$ cat config.mk
export PLATFORM = sky130hd
export DESIGN_NAME = twi_target
export DESIGN_NICKNAME = d
export VERILOG_FILES = /design/src/rtl/twi_pkg.sv /design/src/rtl/twi_sync.sv /design/src/rtl/twi_bitctl.sv /design/src/rtl/twi_fsm.sv /design/src/rtl/twi_target.sv
export SDC_FILE = /design/constraint.sdc
export NUM_CORES = 1
export LEC_CHECK = 0
export ABC_AREA = 1
export BUFFER_PORTS_ARGS = -buffer_cell sky130_fd_sc_hd__buf_2
export CAP_MARGIN = 20
export CORE_MARGIN = 2
export CORE_UTILIZATION = 54
export CTS_CLUSTER_DIAMETER = 120
export DETAILED_ROUTE_END_ITERATION = 10
export GPL_TIMING_DRIVEN = 0
export PLACE_DENSITY = 0.76
export SYNTH_ARGS = -nofsm -noshare
export SYNTH_HDL_FRONTEND = slang
export SYNTH_HIERARCHICAL = 1
export SYNTH_SLANG_ARGS = --single-unit
$ cat constraint.sdc
create_clock -name clk -period 1.5 [get_ports clk]
set_input_delay 0.075 -clock clk [delete_from_list [all_inputs] [get_ports clk]]
set_output_delay 0.075 -clock clk [all_outputs]
set_load 0.02 [all_outputs]
$ cat src/rtl/twi_pkg.sv
package twi_pkg;
  typedef enum logic [2:0] {
    ST_IDLE,
    ST_ADDR,
    ST_AACK,
    ST_WDAT,
    ST_WACK,
    ST_RDAT,
    ST_RACK,
    ST_SKIP
  } twi_st_e;
endpackage

$ cat src/rtl/twi_sync.sv
module twi_sync #(
  parameter int STAGES = 2
) (
  input  logic clk,
  input  logic rst_n,
  input  logic scl_i,
  input  logic sda_i,
  output logic sda_s,
  output logic scl_rise,
  output logic scl_fall,
  output logic start_det,
  output logic stop_det
);
  localparam int LINES = 2;

  logic [LINES-1:0] raw;
  logic [LINES-1:0] synced;
  logic [LINES-1:0] prev_q;

  assign raw = {sda_i, scl_i};

  genvar g;
  for (g = 0; g < LINES; g++) begin : g_line
    logic [STAGES-1:0] chain_q;
    logic [STAGES-1:0] chain_d;

    always_comb begin
      chain_d = {chain_q[STAGES-2:0], raw[g]};
    end

    always_ff @(posedge clk or negedge rst_n) begin
      if (!rst_n) begin
        chain_q <= '1;
      end else begin
        chain_q <= chain_d;
      end
    end

    assign synced[g] = chain_q[STAGES-1];
  end

  always_ff @(posedge clk or negedge rst_n) begin
    if (!rst_n) begin
      prev_q <= '1;
    end else begin
      prev_q <= synced;
    end
  end

  // line 0 is the clock, line 1 the data
  assign sda_s     = synced[1];
  assign scl_rise  = synced[0] & ~prev_q[0];
  assign scl_fall  = ~synced[0] & prev_q[0];
  assign start_det = synced[0] & prev_q[0] & prev_q[1] & ~synced[1];
  assign stop_det  = synced[0] & prev_q[0] & ~prev_q[1] & synced[1];
endmodule

$ cat src/rtl/twi_bitctl.sv
module twi_bitctl #(
  parameter int DATA_W = 8,
  localparam int CNT_W = $clog2(DATA_W + 1)
) (
  input  logic              clk,
  input  logic              rst_n,
  input  logic              scl_rise,
  input  logic              sda_s,
  input  logic              cnt_clr,
  input  logic              cnt_en,
  input  logic              tx_load,
  input  logic              tx_shift,
  input  logic [DATA_W-1:0] tx_data,
  output logic [DATA_W-1:0] rx_byte,
  output logic              tx_bit,
  output logic              byte_done
);
  logic [CNT_W-1:0]  cnt_q, cnt_d;
  logic [DATA_W-1:0] rx_q, rx_d;
  logic [DATA_W-1:0] tx_q, tx_d;
  logic              take_bit;

  assign byte_done = (cnt_q == CNT_W'(DATA_W));
  assign take_bit  = cnt_en & scl_rise & ~byte_done;

  always_comb begin
    cnt_d = cnt_q;
    rx_d  = rx_q;
    if (cnt_clr) begin
      cnt_d = '0;
    end else if (take_bit) begin
      cnt_d = cnt_q + CNT_W'(1);
      rx_d  = {rx_q[DATA_W-2:0], sda_s};
    end
  end

  always_comb begin
    tx_d = tx_q;
    if (tx_load) begin
      tx_d = tx_data;
    end else if (tx_shift) begin
      tx_d = {tx_q[DATA_W-2:0], 1'b1};
    end
  end

  always_ff @(posedge clk or negedge rst_n) begin
    if (!rst_n) begin
      cnt_q <= '0;
      rx_q  <= '0;
      tx_q  <= '1;
    end else begin
      cnt_q <= cnt_d;
      rx_q  <= rx_d;
      tx_q  <= tx_d;
    end
  end

  assign rx_byte = rx_q;
  assign tx_bit  = tx_q[DATA_W-1];

  AST_CNT_BOUND: assert property (@(posedge clk) disable iff (!rst_n)
    cnt_q <= CNT_W'(DATA_W));
endmodule

$ cat src/rtl/twi_fsm.sv
module twi_fsm
  import twi_pkg::*;
#(
  parameter int              DATA_W = 8,
  parameter int              ID_W   = 4,
  parameter int              ADDR_W = 3,
  parameter logic [ID_W-1:0] DEV_ID = 4'b1011
) (
  input  logic              clk,
  input  logic              rst_n,
  input  logic              scl_rise,
  input  logic              scl_fall,
  input  logic              start_det,
  input  logic              stop_det,
  input  logic              sda_s,
  input  logic [DATA_W-1:0] rx_byte,
  input  logic              byte_done,
  input  logic              tx_bit,
  input  logic              busy_i,
  input  logic [ADDR_W-1:0] dev_addr_i,
  output logic              cnt_clr,
  output logic              cnt_en,
  output logic              tx_load,
  output logic              tx_shift,
  output logic              wr_stb_o,
  output logic              rd_stb_o,
  output logic              drive_low_o
);
  twi_st_e st_q, st_d;
  logic    pull_q, pull_d;
  logic    rw_q, rw_d;
  logic    mack_q, mack_d;
  logic    addr_hit;

  assign addr_hit = (rx_byte[DATA_W-1 -: ID_W] == DEV_ID) &&
                    (rx_byte[ADDR_W:1] == dev_addr_i);

  always_comb begin
    st_d     = st_q;
    pull_d   = pull_q;
    rw_d     = rw_q;
    mack_d   = mack_q;
    cnt_clr  = 1'b0;
    cnt_en   = 1'b0;
    tx_load  = 1'b0;
    tx_shift = 1'b0;
    wr_stb_o = 1'b0;
    rd_stb_o = 1'b0;
    if (stop_det) begin
      st_d   = ST_IDLE;
      pull_d = 1'b0;
    end else if (start_det) begin
      st_d    = ST_ADDR;
      pull_d  = 1'b0;
      cnt_clr = 1'b1;
    end else begin
      case (st_q)
        ST_IDLE, ST_SKIP: begin
          st_d = st_q;
        end
        ST_ADDR: begin
          cnt_en = 1'b1;
          if (scl_fall && byte_done) begin
            if (addr_hit) begin
              st_d   = ST_AACK;
              pull_d = ~busy_i;
              rw_d   = rx_byte[0];
            end else begin
              st_d = ST_SKIP;
            end
          end
        end
        ST_AACK: begin
          if (scl_fall) begin
            pull_d = 1'b0;
            if (!pull_q) begin
              st_d = ST_SKIP;
            end else if (rw_q) begin
              st_d     = ST_RDAT;
              tx_load  = 1'b1;
              rd_stb_o = 1'b1;
              cnt_clr  = 1'b1;
            end else begin
              st_d    = ST_WDAT;
              cnt_clr = 1'b1;
            end
          end
        end
        ST_WDAT: begin
          cnt_en = 1'b1;
          if (scl_fall && byte_done) begin
            st_d     = ST_WACK;
            pull_d   = ~busy_i;
            wr_stb_o = ~busy_i;
          end
        end
        ST_WACK: begin
          if (scl_fall) begin
            pull_d  = 1'b0;
            cnt_clr = 1'b1;
            st_d    = pull_q ? ST_WDAT : ST_SKIP;
          end
        end
        ST_RDAT: begin
          cnt_en = 1'b1;
          if (scl_fall) begin
            if (byte_done) begin
              st_d = ST_RACK;
            end else begin
              tx_shift = 1'b1;
            end
          end
        end
        ST_RACK: begin
          if (scl_rise) begin
            mack_d = sda_s;
          end
          if (scl_fall) begin
            if (!mack_q) begin
              st_d     = ST_RDAT;
              tx_load  = 1'b1;
              rd_stb_o = 1'b1;
              cnt_clr  = 1'b1;
            end else begin
              st_d = ST_SKIP;
            end
          end
        end
        default: begin
          st_d = ST_IDLE;
        end
      endcase
    end
  end

  always_ff @(posedge clk or negedge rst_n) begin
    if (!rst_n) begin
      st_q   <= ST_IDLE;
      pull_q <= 1'b0;
      rw_q   <= 1'b0;
      mack_q <= 1'b1;
    end else begin
      st_q   <= st_d;
      pull_q <= pull_d;
      rw_q   <= rw_d;
      mack_q <= mack_d;
    end
  end

  assign drive_low_o = pull_q | ((st_q == ST_RDAT) & ~tx_bit);

  AST_QUIET_RELEASED: assert property (@(posedge clk) disable iff (!rst_n)
    ((st_q == ST_SKIP) || (st_q == ST_IDLE)) |-> !drive_low_o);
  AST_FETCH_IN_READ: assert property (@(posedge clk) disable iff (!rst_n)
    rd_stb_o |=> (st_q == ST_RDAT));
  AST_WRITE_ACKED: assert property (@(posedge clk) disable iff (!rst_n)
    wr_stb_o |=> drive_low_o);
  AST_BUSY_REFUSE: assert property (@(posedge clk) disable iff (!rst_n)
    ((st_q == ST_AACK) && ($past(st_q) != ST_AACK) && $past(busy_i)) |-> !pull_q);
endmodule

$ cat src/rtl/twi_target.sv
module twi_target #(
  parameter int         DATA_W      = 8,
  parameter int         ID_W        = 4,
  parameter int         ADDR_W      = 3,
  parameter logic [3:0] DEV_ID      = 4'b1011,
  parameter int         SYNC_STAGES = 2
) (
  input  logic              clk,
  input  logic              rst_n,
  input  logic              scl_i,
  input  logic              sda_i,
  output logic              sda_oe_n,
  input  logic [ADDR_W-1:0] dev_addr_i,
  input  logic              busy_i,
  output logic              wr_stb_o,
  output logic [DATA_W-1:0] wr_data_o,
  output logic              rd_stb_o,
  input  logic [DATA_W-1:0] rd_data_i
);
  logic [1:0]        rst_sync_q;
  logic              rst_int_n;
  logic              sda_s, scl_rise, scl_fall, start_det, stop_det;
  logic              cnt_clr, cnt_en, tx_load, tx_shift;
  logic [DATA_W-1:0] rx_byte;
  logic              tx_bit, byte_done, drive_low;

  // reset asserts at once and leaves on a clock edge
  always_ff @(posedge clk or negedge rst_n) begin
    if (!rst_n) begin
      rst_sync_q <= 2'b00;
    end else begin
      rst_sync_q <= {rst_sync_q[0], 1'b1};
    end
  end
  assign rst_int_n = rst_sync_q[1];

  twi_sync #(.STAGES(SYNC_STAGES)) u_sync (
    .clk       (clk),
    .rst_n     (rst_int_n),
    .scl_i     (scl_i),
    .sda_i     (sda_i),
    .sda_s     (sda_s),
    .scl_rise  (scl_rise),
    .scl_fall  (scl_fall),
    .start_det (start_det),
    .stop_det  (stop_det)
  );

  twi_bitctl #(.DATA_W(DATA_W)) u_bits (
    .clk       (clk),
    .rst_n     (rst_int_n),
    .scl_rise  (scl_rise),
    .sda_s     (sda_s),
    .cnt_clr   (cnt_clr),
    .cnt_en    (cnt_en),
    .tx_load   (tx_load),
    .tx_shift  (tx_shift),
    .tx_data   (rd_data_i),
    .rx_byte   (rx_byte),
    .tx_bit    (tx_bit),
    .byte_done (byte_done)
  );

  twi_fsm #(
    .DATA_W (DATA_W),
    .ID_W   (ID_W),
    .ADDR_W (ADDR_W),
    .DEV_ID (DEV_ID[ID_W-1:0])
  ) u_fsm (
    .clk         (clk),
    .rst_n       (rst_int_n),
    .scl_rise    (scl_rise),
    .scl_fall    (scl_fall),
    .start_det   (start_det),
    .stop_det    (stop_det),
    .sda_s       (sda_s),
    .rx_byte     (rx_byte),
    .byte_done   (byte_done),
    .tx_bit      (tx_bit),
    .busy_i      (busy_i),
    .dev_addr_i  (dev_addr_i),
    .cnt_clr     (cnt_clr),
    .cnt_en      (cnt_en),
    .tx_load     (tx_load),
    .tx_shift    (tx_shift),
    .wr_stb_o    (wr_stb_o),
    .rd_stb_o    (rd_stb_o),
    .drive_low_o (drive_low)
  );

  assign sda_oe_n  = ~drive_low;
  assign wr_data_o = rx_byte;

  AST_SDA_LOW_PHASE: assert property (@(posedge clk) disable iff (!rst_int_n)
    !$stable(sda_oe_n) |-> $past(scl_fall | start_det | stop_det));
endmodule

# Word level (Yosys, flattened, before mapping)
# Index checks and enable logic that the tools add are counted.
[classes] n_reduce_logical=14 bitwise=22 add_sub_neg=1 n_mux=52 eq_ne=20
[op_table] cell="3-bit two-way mux" count=13
[op_table] cell="1-bit two-way mux" count=30
[op_table] cell="4-bit by 3-bit != test with 1-bit output, second input constant" count=7
[op_table] cell="3-bit case mux with 6 select lines" count=1
[op_table] cell="8-bit two-way mux" count=2
[op_table] cell="3-bit == test, second input constant" count=4
[op_table] cell="1-bit inverter" count=11
[op_table] cell="1-bit bitwise AND" count=10
[op_table] cell="5-bit AND reduction" count=2
[op_table] cell="4-bit == test, second input constant" count=2
[op_table] cell="4-bit two-way mux" count=2
[op_table] cell="8-bit AND reduction" count=1
[op_table] cell="3-bit by 2-bit == test with 1-bit output, second input constant" count=2
[op_table] cell="1-bit case mux with 3 select lines" count=2
[op_table] cell="5-bit nonzero test" count=1
[op_table] cell="4-bit by 1-bit adder with 4-bit output, second input constant" count=1
[op_table] cell="4-bit by 1-bit != test with 1-bit output, second input constant" count=1
[op_table] cell="4-bit != test, second input constant" count=1
[op_table] cell="4-bit AND reduction" count=1
[op_table] cell="2-bit nonzero test" count=2
[op_table] cell="2-bit OR reduction" count=2
[op_table] cell="3-bit by 1-bit == test with 1-bit output, second input constant" count=1
[op_table] cell="3-bit == test" count=1
[op_table] cell="3-bit logical NOT" count=1
[op_table] cell="other kinds (7)" count=8
[totals] register_bits=34 elab_cells=120 out_inout_bits=11 input_bits=16

# Depth between registers and ports, before layout
[logic_depth] ltp_word=9 ltp_mapped=13 ltp_nobuf=12

# Modules after synthesis
# The synthesis kept the hierarchy.
[modules_own_cells] module="twi_bitctl" cells_per_inst=108 instances=1 area_per_inst_um2=940.9 seq_area_each_um2=510.5
[modules_own_cells] module="twi_fsm" cells_per_inst=124 instances=1 area_per_inst_um2=696.9 seq_area_each_um2=151.4
[modules_own_cells] module="twi_sync" cells_per_inst=17 instances=1 area_per_inst_um2=198.9 seq_area_each_um2=157.7
[modules_own_cells] module="twi_target" cells_per_inst=4 instances=1 area_per_inst_um2=57.6 seq_area_each_um2=50.0

# Worst setup path before layout
# Ideal clock, no wire load.
[synth_timing] kind="register to register" from="register u_sync.g_line[1].chain_q[1]" to="register u_bits.tx_q[2]" path_stages_with_launch=12 required_time_ns=1.418 path_buffers=2 setup_slack_ns=-0.572 period_less_slack_ns=2.072 setup_time_ns=0.082 arrival_time_ns=1.990 cell_sequence="dfstp_2 inv_1 nand2_1 nor2_1 nor2_2 nand4_1 a21oi_1 buf_4 buf_2 nor2_2 nand2_1 nand3_1"
[synth_between] elab_chain_cells=5 elab_cells_between_ends=9 classes_between="mux (5); bitwise (3); reduce/logical (1)"
[synth_lines] item="start: declaration" line="twi_sync.sv:24" rtl="logic [STAGES-1:0] chain_q;"
[synth_lines] item="start signal: assignment" line="twi_sync.sv:35" rtl="chain_q <= chain_d;"
[synth_lines] item="1-bit inverter (*)" line="twi_sync.sv:54" rtl="assign start_det = synced[0] & prev_q[0] & prev_q[1] & ~synced[1];"
[synth_lines] item="1-bit bitwise AND (*)" line="twi_sync.sv:54"
[synth_lines] item="named net start_det" line="twi_target.sv:22" rtl="logic sda_s, scl_rise, scl_fall, start_det, stop_det;"
[synth_lines] item="1-bit two-way mux (*) (2 in a row)"
[synth_lines] item="named net rd_stb_o" line="twi_target.sv:17" rtl="output logic rd_stb_o,"
[synth_lines] item="8-bit two-way mux / 2-bit nonzero test (equally long branches)"
[synth_lines] item="end signal: assignment" line="twi_bitctl.sv:54" rtl="tx_q <= tx_d;"
[synth_lines] item="end: declaration" line="twi_bitctl.sv:20" rtl="logic [DATA_W-1:0] tx_q, tx_d;"
# The timed path passes the listed nets; every way through them passes the cells marked *.
# A chain may end at the register's enable or synchronous reset.

# Worst setup path in the final report
[layout_timing] from="register u_sync.prev_q[1]" to="register u_bits.rx_q[0] (netlist: u_bits/rx_byte[0])"
[layout_between] elab_chain_cells=7 elab_cells_between_ends=13 classes_between="mux (4); bitwise (8); reduce/logical (1)"
[layout_lines] item="start: declaration" line="twi_sync.sv:18" rtl="logic [LINES-1:0] prev_q;"
[layout_lines] item="start signal: assignment" line="twi_sync.sv:46" rtl="prev_q <= synced;"
[layout_lines] item="1-bit inverter" line="twi_sync.sv:55" rtl="assign stop_det = synced[0] & prev_q[0] & ~prev_q[1] & synced[1];"
[layout_lines] item="1-bit bitwise AND (2 in a row)" line="twi_sync.sv:55"
[layout_lines] item="named net stop_det" line="twi_target.sv:22"
[layout_lines] item="1-bit two-way mux" line="twi_fsm.sv:49" rtl="if (stop_det) begin"
[layout_lines] item="named net cnt_en" line="twi_target.sv:23" rtl="logic cnt_clr, cnt_en, tx_load, tx_shift;"
[layout_lines] item="1-bit bitwise AND (2 in a row)" line="twi_bitctl.sv:24" rtl="assign take_bit = cnt_en & scl_rise & ~byte_done;"
[layout_lines] item="2-bit AND reduction (no source line)"
[layout_lines] item="end signal: assignment" line="twi_bitctl.sv:53" rtl="rx_q <= rx_d;"
[layout_lines] item="end: declaration" line="twi_bitctl.sv:19" rtl="logic [DATA_W-1:0] rx_q, rx_d;"
# The timed path passes the listed nets, and every way through them passes these cells.

==> flow_metrics.tcl <==
set metrics [dict create \
    status "complete, but fails checks" \
    violations "setup timing" \
    wl_met3_um 400 \
    path_clk_slew_ns 0.11 \
    fp.dieH_um 63.23 \
    synth_mux_area_share_pct 0 \
    antenna_found_initial 0 \
    period_share_pct 129.3 \
    cp.required_ns 1.79 \
    synth_top_family_by_area "simple AND/OR/NAND/NOR gates" \
    diodes 0 \
    yosys_warnings 6 \
    path_buf_inv 3 \
    cts_buffers 5 \
    irDropWorstVdd_mv 1.332 \
    rows 21 \
    synth_compound_gate_area_share_pct 4.690 \
    synthesis.nets 271 \
    p_per_area_nw_per_um2 1623 \
    cts_root_buf "clkbuf_4" \
    p_leak_nw 1.420 \
    netlist_instances 253 \
    first_pass_iters 5 \
    yosysUniqueCellTypes 29 \
    track_usage_pct 28.50 \
    wl_per_cell_um 15.80 \
    relSlewSlack_pct 55.47 \
    grt_max_degree 20 \
    cp_top_family "simple AND/OR/NAND/NOR gates" \
    drt_iter0_markers 184 \
    avgSynthCellArea_um2 7.487 \
    cts.sinks 34 \
    drive_above_1_share_pct 46.04 \
    cp_slowest_cell "dfstp_2" \
    synth-adder-area-share_pct 1.321 \
    rsz0062_at_grt "true" \
    synth_xor_area_share_pct 0.4624 \
    insertion_delay_ns 0.34 \
    dpl_cell_area_um2 2185 \
    whs_ns 0.03581 \
    worst_slack_ns -0.4394 \
    final_core_util_pct 84.04 \
    arrival_ns 2.23 \
    place.gp.congestion 0.8147 \
    final_cell_count_no_fill 374 \
    io_pins 27 \
    htree_levels 2 \
    core-area_um2 3363 \
    fp.dieArea_um2 3998 \
    maxCapViolations 0 \
    endpoint_kind "register" \
    finClkSkew_ns 0.006984 \
    dp.cells 326 \
    fin_area_um2 2826 \
    yosys_register_bits 34 \
    power_mw 4.588 \
    cts_tree "built" \
    synth.area.top_cells "dfrtp_1 (25%), dfstp_2 (21%), nand2_1 (18%)" \
    synth.largest_area_cell "dfrtp_1" \
    clockBufferDepth 2 \
    final_cell_mix "nand2_1 (77), inv_1 (27), buf_2 (24), buf_4 (24), dfrtp_1 (19)" \
    drt-vias-per-instance 5.444 \
    met1_length_um 2254 \
    die_x_um 63.23 \
    synthSimpleGateAreaFrac_pct 37.38 \
    post-route-min-period_ns 1.939 \
    yosysTopAreaCellShare_pct 25.10 \
    worstPathMaxFanout 6 \
    worstPathCellList "inv_2 -> nand2_2 -> nor2_4 -> nor2_4 -> inv_2 -> a211oi_2 -> nand2_1 -> inv_2 -> nand2_4 -> nor2_4 -> nand2_1 -> nand2_1" \
    antenna_left 0 \
    setup_tns_ns -9.237 \
    dp.final_hpwl_um 2831 \
    grt_pass1_vias 1931 \
    fmax_mhz 515.6 \
    critPathMaxStageDelay_ns 0.56 \
    place_ws_ns -0.4566 \
    hold_violations 0 \
    syn_to_final_growth_pct 49.21 \
    top_layer "met4" \
    final_common_cell "nand2_1" \
    hp-class "primary input to asynchronous set/reset pin" \
    start_kind "register" \
    grt_pass1_wl_um 8735 \
    drcViolationCount 0 \
    reg2reg_slack_ns -0.44 \
    yosysSeqAreaShare_pct 45.90 \
    netlist_area_um2 1894 \
    routed_wl_um 5909 \
    io_buffers 26 \
    start_util_pct 56.32 \
    nNetsFinal 345 \
    route.vias.total 2036 \
    route.met2.wl_um 3002 \
    setup_viol 28 \
    crit_type "register to register" \
    grt-ovfl-total 0 \
    maxSlewViolCount 0 \
    worstMarginPinSlew_ns 0.6679 \
]
layer usage:
layer | vias to the layer above | track usage, %
li1 | 940 | -
met1 | 941 | 34.39
met2 | 124 | 48.94
met3 | 31 | 7.679
met4 | 0 | 10.33
met5 | - | 0
worst paths after layout:
kind                             startpoint           endpoint  cells past startpoint
min                                   rst_n      rst_sync_q[0]                      2
min in group clk                     busy_i       u_fsm/pull_q                      5
max reg2reg                u_sync/prev_q[1]  u_bits/rx_byte[0]                     12
max                        u_sync/prev_q[1]  u_bits/rx_byte[0]                     12
min reg2reg                   rst_sync_q[1]      u_fsm/st_q[0]                      0
max in group asynchronous     rst_sync_q[1]     u_bits/tx_q[4]                      1
cell families after synthesis:
| logic type | Yosys count |
|---|---|
| adders and majority gates | 2 |
| other | 1 |
| DFF | 34 |
| buffers and inverters | 44 |
| xor gates and xnor gates | 1 |
| and+or+nand+nor | 154 |
| AOI/OAI and AO/OA | 17 |
layout make-up:
class	instances	area, µm²
buffer	4	48.80
clock buffer	6	62.56
clock inverter	2	13.76
fill	207	536.8
inverter	40	165.2
multi-input combinational	177	1090
sequential	34	869.6
tap	46	57.56
timing repair buffer	65	519.2
power by group:
part / internal, mW / switching (mW) / leakage (nW) / total [mW]
clock network: 0.284 / 0.340 / 0.0399 / 0.624
logic: 0.892 / 1.48 / 0.983 / 2.38
registers: 1.30 / 0.283 / 0.396 / 1.59
flip-flops by register name, indices dropped and copies added, names as in the netlist:
register               flops
u_bits/rx_byte             8
u_bits/tx_q                8
u_bits/cnt_q               4
u_sync/g_line.chain_q      4
u_fsm/st_q                 3
rst_sync_q                 2
u_sync/prev_q              2
u_fsm/mack_q               1
u_fsm/pull_q               1
u_fsm/rw_q                 1
what timing repair did:
| item | CTS | global route |
|---|---|---|
| pin swaps | 21 | 18 |
| cloned | 3 | 0 |
| resized for setup | 29 | 34 |
| hold buffers | 11 | 0 |
| hold endpoints to repair | 12 | 0 |
| buffers inserted | 19 | 7 |
| endpoints found under the setup margin | 28 | 29 |
worst reg2reg max path, stage by stage, from the launching register on:
cell and delay (ns):
dfstp_2 0.56, inv_2 0.04, nand2_2 0.07, nor2_4 0.05, nor2_4 0.19, inv_2 0.09
a211oi_2 0.16, nand2_1 0.13, inv_2 0.13, nand2_4 0.12, nor2_4 0.20, nand2_1 0.09
nand2_1 0.06
cell usage after synthesis:
cell type  count
a211oi_1       1
a21oi_1        6
a31oi_1        1
buf_2          1
buf_4          1
buf_6          2
conb_1         1
dfrtp_1       19
dfstp_2       15
ha_1           2
inv_1         36
inv_2          2
inv_4          2
nand2_1       91
nand2_2        3
nand2_4        1
nand3_1       25
nand3_2        2
nand3_4        2
nand3b_1       1
nand4_1        3
nor2_1        18
nor2_2         4
nor2_8         1
nor3_1         1
nor4_1         2
o21ai_0        6
o21ai_1        3
xnor2_1        1
Note: power is estimated with default switching activity, not from simulation.
